<file path="src/rtl/dmac_ctl_pkg.sv">
package dmac_ctl_pkg;
    localparam int NCH = 4;
    localparam int DW  = 8;
    localparam int AW  = 4;
    localparam int CSW = $clog2(NCH);

    // Only the disable bit may be set in an accepted command byte
    localparam logic [DW-1:0] CMD_KEEP = 8'h04;

    typedef enum logic [AW-1:0] {
        OFS_CMD     = 4'd8,
        OFS_SWREQ   = 4'd9,
        OFS_SMASK   = 4'd10,
        OFS_MODE    = 4'd11,
        OFS_CLRPTR  = 4'd12,
        OFS_MRESET  = 4'd13,
        OFS_CLRMASK = 4'd14,
        OFS_ALLMASK = 4'd15
    } ofs_e;

    typedef struct packed {
        logic wr_cmd;
        logic wr_swreq;
        logic wr_smask;
        logic wr_mode;
        logic wr_clrptr;
        logic wr_mreset;
        logic wr_clrmask;
        logic wr_allmask;
        logic rd_status;
        logic rd_mask;
    } strobe_t;

    typedef struct packed {
        logic [DW-1:0]          cmd;
        logic [NCH-1:0]         mask;
        logic [NCH-1:0]         req;
        logic [NCH-1:0]         tc;
        logic                   ptr_hi;
        logic [NCH-1:0][DW-1:0] mode;
        logic [NCH-1:0]         dreq_prev;
        logic [DW-1:0]          rdata;
    } ctl_state_t;
endpackage

</file>
<file path="src/rtl/dmac_ofs_decode.sv">
module dmac_ofs_decode
    import dmac_ctl_pkg::*;
(
    input  logic          wr_en,
    input  logic          rd_en,
    input  logic [AW-1:0] addr,
    output strobe_t       stb
);
    always_comb begin
        stb = '0;
        if (wr_en) begin
            case (addr)
                OFS_CMD:     stb.wr_cmd     = 1'b1;
                OFS_SWREQ:   stb.wr_swreq   = 1'b1;
                OFS_SMASK:   stb.wr_smask   = 1'b1;
                OFS_MODE:    stb.wr_mode    = 1'b1;
                OFS_CLRPTR:  stb.wr_clrptr  = 1'b1;
                OFS_MRESET:  stb.wr_mreset  = 1'b1;
                OFS_CLRMASK: stb.wr_clrmask = 1'b1;
                OFS_ALLMASK: stb.wr_allmask = 1'b1;
                default:     ;
            endcase
        end
        if (rd_en) begin
            case (addr)
                OFS_CMD:     stb.rd_status = 1'b1;
                OFS_ALLMASK: stb.rd_mask   = 1'b1;
                default:     ;
            endcase
        end
    end
endmodule

</file>
<file path="src/rtl/dmac_status_next.sv">
module dmac_status_next
    import dmac_ctl_pkg::*;
(
    input  logic [NCH-1:0] req_q,
    input  logic [NCH-1:0] tc_q,
    input  logic [NCH-1:0] dreq_prev_q,
    input  logic [NCH-1:0] dreq,
    input  logic [NCH-1:0] tc_in,
    input  logic           wr_swreq,
    input  logic           wr_mreset,
    input  logic           rd_status,
    input  logic [CSW:0]   sel_bits,
    output logic [NCH-1:0] req_d,
    output logic [NCH-1:0] tc_d
);
    logic [CSW-1:0] sel;
    logic [NCH-1:0] rise, fall;

    assign sel  = sel_bits[CSW-1:0];
    assign rise = dreq & ~dreq_prev_q;
    assign fall = ~dreq & dreq_prev_q;

    always_comb begin
        // request flags: hardware edges first, bus writes override
        req_d = (req_q | rise) & ~fall;
        if (wr_swreq)  req_d[sel] = sel_bits[CSW];
        if (wr_mreset) req_d = '0;

        // terminal-count flags: clears first, new pulses win
        tc_d = tc_q;
        if (rd_status) tc_d = '0;
        if (wr_swreq)  tc_d[sel] = 1'b0;
        if (wr_mreset) tc_d = '0;
        tc_d = tc_d | tc_in;
    end
endmodule

</file>
<file path="src/rtl/dmac_service_scan.sv">
module dmac_service_scan
    import dmac_ctl_pkg::*;
(
    input  logic [NCH-1:0] mask_q,
    input  logic [NCH-1:0] req_q,
    output logic [NCH-1:0] run_en,
    output logic [NCH-1:0] grant
);
    assign run_en = req_q & ~mask_q;

    for (genvar g = 0; g < NCH; g++) begin : g_pri
        if (g == 0) begin : g_top
            assign grant[g] = run_en[g];
        end else begin : g_rest
            assign grant[g] = run_en[g] & ~(|run_en[g-1:0]);
        end
    end
endmodule

</file>
<file path="src/rtl/dmac_ctl_regs.sv">
module dmac_ctl_regs
    import dmac_ctl_pkg::*;
(
    input  logic              clk,
    input  logic              rst_n,
    input  logic              wr_en,
    input  logic              rd_en,
    input  logic [AW-1:0]     addr,
    input  logic [DW-1:0]     wdata,
    input  logic [NCH-1:0]    dreq,
    input  logic [NCH-1:0]    tc_in,
    input  logic              ptr_flip,
    output logic [DW-1:0]     rdata,
    output logic [NCH-1:0]    run_en,
    output logic [NCH-1:0]    grant,
    output logic              ptr_hi,
    output logic              cmd_disable,
    output logic [NCH*DW-1:0] mode_flat
);
    localparam logic [DW-1:0] CMD_REJECT = ~CMD_KEEP;
    localparam int            CMD_DIS_BIT = 2;

    ctl_state_t     st_q, st_d;
    strobe_t        stb;
    logic [NCH-1:0] req_d, tc_d;
    logic [CSW-1:0] sel;

    assign sel = wdata[CSW-1:0];

    dmac_ofs_decode u_dec (
        .wr_en (wr_en),
        .rd_en (rd_en),
        .addr  (addr),
        .stb   (stb)
    );

    dmac_status_next u_stat (
        .req_q       (st_q.req),
        .tc_q        (st_q.tc),
        .dreq_prev_q (st_q.dreq_prev),
        .dreq        (dreq),
        .tc_in       (tc_in),
        .wr_swreq    (stb.wr_swreq),
        .wr_mreset   (stb.wr_mreset),
        .rd_status   (stb.rd_status),
        .sel_bits    (wdata[CSW:0]),
        .req_d       (req_d),
        .tc_d        (tc_d)
    );

    dmac_service_scan u_scan (
        .mask_q (st_q.mask),
        .req_q  (st_q.req),
        .run_en (run_en),
        .grant  (grant)
    );

    always_comb begin
        st_d           = st_q;
        st_d.req       = req_d;
        st_d.tc        = tc_d;
        st_d.dreq_prev = dreq;

        if (ptr_flip) st_d.ptr_hi = ~st_q.ptr_hi;
        if (stb.wr_clrptr) st_d.ptr_hi = 1'b0;

        if (stb.wr_cmd && ((wdata & CMD_REJECT) == '0)) st_d.cmd = wdata;

        if (stb.wr_smask)   st_d.mask[sel] = wdata[CSW];
        if (stb.wr_clrmask) st_d.mask = '0;
        if (stb.wr_allmask) st_d.mask = wdata[NCH-1:0];

        if (stb.wr_mode) st_d.mode[sel] = wdata;

        if (stb.wr_mreset) begin
            st_d.ptr_hi = 1'b0;
            st_d.mask   = '1;
            st_d.cmd    = '0;
        end

        st_d.rdata = '0;
        if (stb.rd_status) st_d.rdata = {st_q.req, st_q.tc};
        if (stb.rd_mask)   st_d.rdata = {{(DW-NCH){1'b0}}, st_q.mask};
    end

    always_ff @(posedge clk or negedge rst_n) begin
        if (!rst_n) begin
            st_q           <= '0;
            st_q.mask      <= '1;
        end else begin
            st_q <= st_d;
        end
    end

    assign rdata       = st_q.rdata;
    assign ptr_hi      = st_q.ptr_hi;
    assign cmd_disable = st_q.cmd[CMD_DIS_BIT];
    assign mode_flat   = st_q.mode;

    // a command carrying unsupported bits leaves the command untouched
    a_r2_cmd_reject: assert property (@(posedge clk) disable iff (!rst_n)
        (wr_en && addr == OFS_CMD && (wdata & CMD_REJECT) != '0) |=> $stable(st_q.cmd));

    // single-channel mask write lands on the selected bit
    a_r4_single_mask: assert property (@(posedge clk) disable iff (!rst_n)
        (wr_en && addr == OFS_SMASK) |=> (st_q.mask[$past(wdata[CSW-1:0])] == $past(wdata[CSW])));

    // master reset leaves everything masked, idle and with pointer low
    a_r7_master_reset: assert property (@(posedge clk) disable iff (!rst_n)
        (wr_en && addr == OFS_MRESET) |=> (st_q.mask == '1 && st_q.cmd == '0 && !ptr_hi && run_en == '0));

    // status read without new terminal counts leaves no tc flag set
    a_r8_status_clear: assert property (@(posedge clk) disable iff (!rst_n)
        (rd_en && addr == OFS_CMD && tc_in == '0) |=> (st_q.tc == '0));

    // a terminal-count pulse is never lost
    a_r10_tc_capture: assert property (@(posedge clk) disable iff (!rst_n)
        (tc_in != '0) |=> ((st_q.tc & $past(tc_in)) == $past(tc_in)));

    // grant is a single eligible channel, present whenever any is eligible
    a_r11_grant_shape: assert property (@(posedge clk) disable iff (!rst_n)
        $onehot0(grant) && ((grant & ~run_en) == '0) && ((run_en != '0) == (grant != '0)));
endmodule

</file>
<file path="config.mk">
export PLATFORM = sky130hd
export DESIGN_NAME = dmac_ctl_regs
export DESIGN_NICKNAME = d
export VERILOG_FILES = /design/src/rtl/dmac_ctl_pkg.sv /design/src/rtl/dmac_ofs_decode.sv /design/src/rtl/dmac_status_next.sv /design/src/rtl/dmac_service_scan.sv /design/src/rtl/dmac_ctl_regs.sv
export SDC_FILE = /design/constraint.sdc
export NUM_CORES = 1
export LEC_CHECK = 0
export BUFFER_PORTS_ARGS = -buffer_cell sky130_fd_sc_hd__buf_2
export CAP_MARGIN = 20
export CORE_UTILIZATION = 30
export CTS_CLUSTER_SIZE = 10
export DETAILED_ROUTE_END_ITERATION = 12
export SYNTH_ARGS = -nofsm -noshare
export SYNTH_HDL_FRONTEND = slang
export SYNTH_HIERARCHICAL = 1
export SYNTH_SLANG_ARGS = --single-unit
</file>
<file path="constraint.sdc">
create_clock -name clk -period 1.2 [get_ports clk]
set_input_delay 0.12 -clock clk [delete_from_list [all_inputs] [get_ports clk]]
set_output_delay 0.12 -clock clk [all_outputs]
set_load 0.005 [all_outputs]
</file>
==> qor_table.md <==
| Item | Value |
| --- | --- |
| Status | finished with violations |
| Violated checks | design-rule violations, negative setup slack |
| Max transition margin | 0.778 |
| Wire length on met1 | 2710 um |
| Clock latency on the worst-skew pair | 0.33 ns |
| Fill count | 866 |
| Fin crit period | 1.44 ns |
| Final std cell area, no fill | 0.00360 mm^2 |
| CTS tree | done |
| Combinational Power Share | 0.174 |
| Total CTS buffers | 9 |
| Post-route ant nets | 0 |
| Worst R2R Path Depth | 4 |
| Routed length on met2 | 2880 um |
| Number of flops mapped to enable cells by yosys | 0 |
| Net switching power | 1280 uW |
| DRC Markers | 2 |
| Maximum number of pins on one net before global-route repair | 59 |
| Top routing layer in use | met4 |
| Final Util | 0.405 |
| Sort of element at the start of the critical path | flop |
| Detail-routed via count per cell | 4.49 |
| Buffer and inverter count on the worst path | 1 |
| Iteration-0 DRC count of the detailed router | 43 |
| DP Area | 0.00322 mm^2 |
| Die X | 98.5 um |
| Distinct cells, synth | 44 |
| Total number of H-tree levels | 3 |
| Detail-routed net length per standard cell | 14.1 um |
| Last element of the critical path | grant[3] |
| Synthesized net count | 256 |
| Post-Syn Instances | 231 |
| Cell area power density | 1430 mW/mm^2 |
| Reg-to-reg critical path startpoint | st_q[49]$_DFF_PN0_ |
| Transition at the pin with the smallest max-transition slack | 0.328 ns |
| Clk sinks | 58 |
| Net switching fraction of the power | 0.247 |
| Global route overflow | 0 |
| Worst-case register-to-register setup slack | 0.16 ns |
| Pins over their slew limit | 0 |
| Worst hold margin | 0.0533 ns |
| Synthesis-stage register bit count | 58 |
| Setup TNS Final | -0.842 ns |
| Final count of hold timing violations | 0 |
| Port Buffers | 74 |
| CTS Root Cell | sky130_fd_sc_hd__clkbuf_8 |
| Iteration count of the initial detailed-routing pass | 8 |
| Peak clock frequency supported by timing | 695 MHz |
| Die Outline Area | 0.00971 mm^2 |
| Internal cell power | 3890 uW |
| Initial antenna violation count | 0 |
| Sum of net half-perimeters after detailed placement | 4310 um |
| Cell depth of the worst min-delay path | 3 |
| RePlAce Congestion | 0.802 |
| Maximum count of clock buffers along a single path | 2 |
| Synthesis-to-finish area growth | 28.7% |
| Required @ worst endpoint | 1.08 ns |
| Synthesized area per cell | 12.1 um^2 |
| Clock edge transition at the registers on the reported setup and hold paths | 0.07 ns |
| Share of synthesized area occupied by flip-flops and latches | 0.521 |
| Leakage component of the power | 0.00182 uW |
| Yosys warns | 6 |
| Type of the setup path with the least slack | flop to primary output |
| Worst setup slack after placement | -0.332 ns |
| Nets | 343 |
| Crit path max-delay family | flip-flops |
| Max-cap violation count | 0 |
| Number of primary I/O pins | 75 |
| Row count | 34 |
| CP startpoint | st_q[55]$_DFFE_PN1P_ |
| Async S/R FF share, synth | 1.00 |
| Global-route wire length before repair | 9850 um |
| End of the worst register-to-register path | st_q[49]$_DFF_PN0_ |
| Crit-path max FO | 3 |
| RSZ-0062 raised after global routing | true |
| Most common library cell in the layout ignoring fill and taps | sky130_fd_sc_hd__buf_2 |
| Overall via count from detail_route | 1937 |
| Starting density of the core | 0.314 |
| Most used cells in the layout excluding fill and tap cells | sky130_fd_sc_hd__buf_2 (73), sky130_fd_sc_hd__dfrtp_1 (54), sky130_fd_sc_hd__buf_4 (37), sky130_fd_sc_hd__mux2_2 (24), sky130_fd_sc_hd__clkbuf_8 (13) |
| Tot GR Track Use | 0.133 |
| Worst hold path type | primary input to flop |
| Worst clock skew | 0.00304 ns |
| Endpoint type of the worst setup path | primary output |
| Dominant synthesized flop cell | sky130_fd_sc_hd__dfrtp_1 |
| Fin worst setup slack | -0.239 ns |
| Crit path DAT | 1.32 ns |
| Met3 wire length | 339 um |
| Floorplan Core Area | 0.00889 mm^2 |
| Period utilization | 1.20 |
| Share of total power in the clock network | 0.379 |
| IR Drop Worst-Case VDD | 0.434 mV |
| Levels on crit path | 3 |
| DIE HEIGHT | 98.5 um |
| Ordered list of cells on the worst path | nor2b_4, nor4b_4, buf_2 |
| Multi-input gate area | 1000 um^2 |
| Final setup violation count | 5 |
| Number of global-route vias before repair | 1984 |
| Part of the total power dissipated in sequential elements | 0.447 |
| Largest stage delay, worst path | 0.56 ns |
| Antenna diode count | 0 |
| Share of post-route cells with drive strength above 1 | 0.551 |
| Netlist area before placement | 0.00280 mm^2 |
| Aggregate routed wire length | 6090 um |
| Cell type of the slowest stage on the worst timing path | sky130_fd_sc_hd__dfstp_2 |
| Area taken by flip-flops and latches | 0.00146 mm^2 |
final cells by class:
cell class	count	share of cell area
sequential	58	0.405
clock buffer	13	0.0497
clock inverter	3	0.0125
tap	108	0.0376
timing repair buffer	121	0.212
multi-input combinational	123	0.278
inverter	5	0.00522
per-layer routing:
layer / vias to the layer above / track usage
li1: 935 / -
met1: 937 / 0.169
met4: 0 / 0.0838
met5: - / 0
met2: 49 / 0.203
met3: 16 / 0.0362
synth_stat cells (all sizes together), types with 4 or more instances:
| master | number | area, um^2 |
|---|---|---|
| and2 | 7 | 43.8 |
| nand3 | 6 | 35.0 |
| dfstp | 4 | 105 |
| a311oi | 4 | 35.0 |
| nand2 | 8 | 32.5 |
| a22o | 4 | 35.0 |
| dfrtp | 54 | 1350 |
| o21ai | 4 | 20.0 |
| mux2 | 27 | 304 |
| buf | 45 | 337 |
| nor2b | 8 | 72.6 |
| nand2b | 7 | 43.8 |
| nor2 | 13 | 48.8 |
| a31o | 4 | 35.0 |
| inv | 5 | 18.8 |
| a21oi | 6 | 30.0 |
per-stage QoR:
| step | power, uW | std cells |
|---|---|---|
| global route | 5430 | 431 |
| floorplan | 2900 | 231 |
| detailed placement | 3170 | 399 |
| finish | 5160 | 431 |
| global placement | 3150 | 399 |
| CTS | 5230 | 429 |
power groups by stage:
stage	clock, uW	combinational, uW	sequential [uW]
after floorplan	0	574	2320
final	1960	897	2310
after global placement	0	798	2350
after detailed placement	0	819	2350
after CTS	2030	897	2310
after global routing	2110	986	2330
what timing repair did:
action | 4_1_cts | 5_1_grt
pin swaps | 2 | 0
hold endpoints to repair | 62 | 0
buffers inserted | 5 | 2
hold buffers | 9 | 0
endpoints found under the setup margin | 8 | 14
gates resized for setup | 1 | 2
state kept, by name, summed over array words and instances, names as in the netlist:
| register | count |
|---|---|
| ptr_hi | 1 |
| mode_flat | 32 |
| cmd_disable | 1 |
| rdata | 8 |
| st_q | 16 |
cells by family (layout without fill, tap and decap cells):
| logic type | count (synthesis) | in the layout | synth area share |
|---|---|---|---|
| and+or+nand+nor | 64 | 64 | 0.156 |
| DFF | 58 | 58 | 0.521 |
| buffers and inverters | 50 | 142 | 0.127 |
| AOI/OAI and AO/OA | 31 | 31 | 0.0842 |
| muxes | 27 | 27 | 0.109 |
| xor gates and xnor gates | 1 | 1 | 0.00313 |
worst min path at each step:
stage | from | end
3_5_place_dp | rst_n | st_q[9]$_DFF_PN0_
6_report | ptr_flip | ptr_hi$_DFFE_PN0P_
5_1_grt | ptr_flip | ptr_hi$_DFFE_PN0P_
2_1_floorplan | rst_n | cmd_disable$_DFFE_PN0P_
3_3_place_gp | rst_n | st_q[9]$_DFF_PN0_
4_1_cts | ptr_flip | ptr_hi$_DFFE_PN0P_
worst reg2reg max path, stage by stage (launching register included):
cell,delay (ns)
sky130_fd_sc_hd__dfrtp_1,0.39
sky130_fd_sc_hd__buf_4,0.13
sky130_fd_sc_hd__buf_4,0.13
sky130_fd_sc_hd__o21ai_0,0.16
sky130_fd_sc_hd__a311oi_1,0.11
Note: power is estimated with default switching activity, not from simulation.
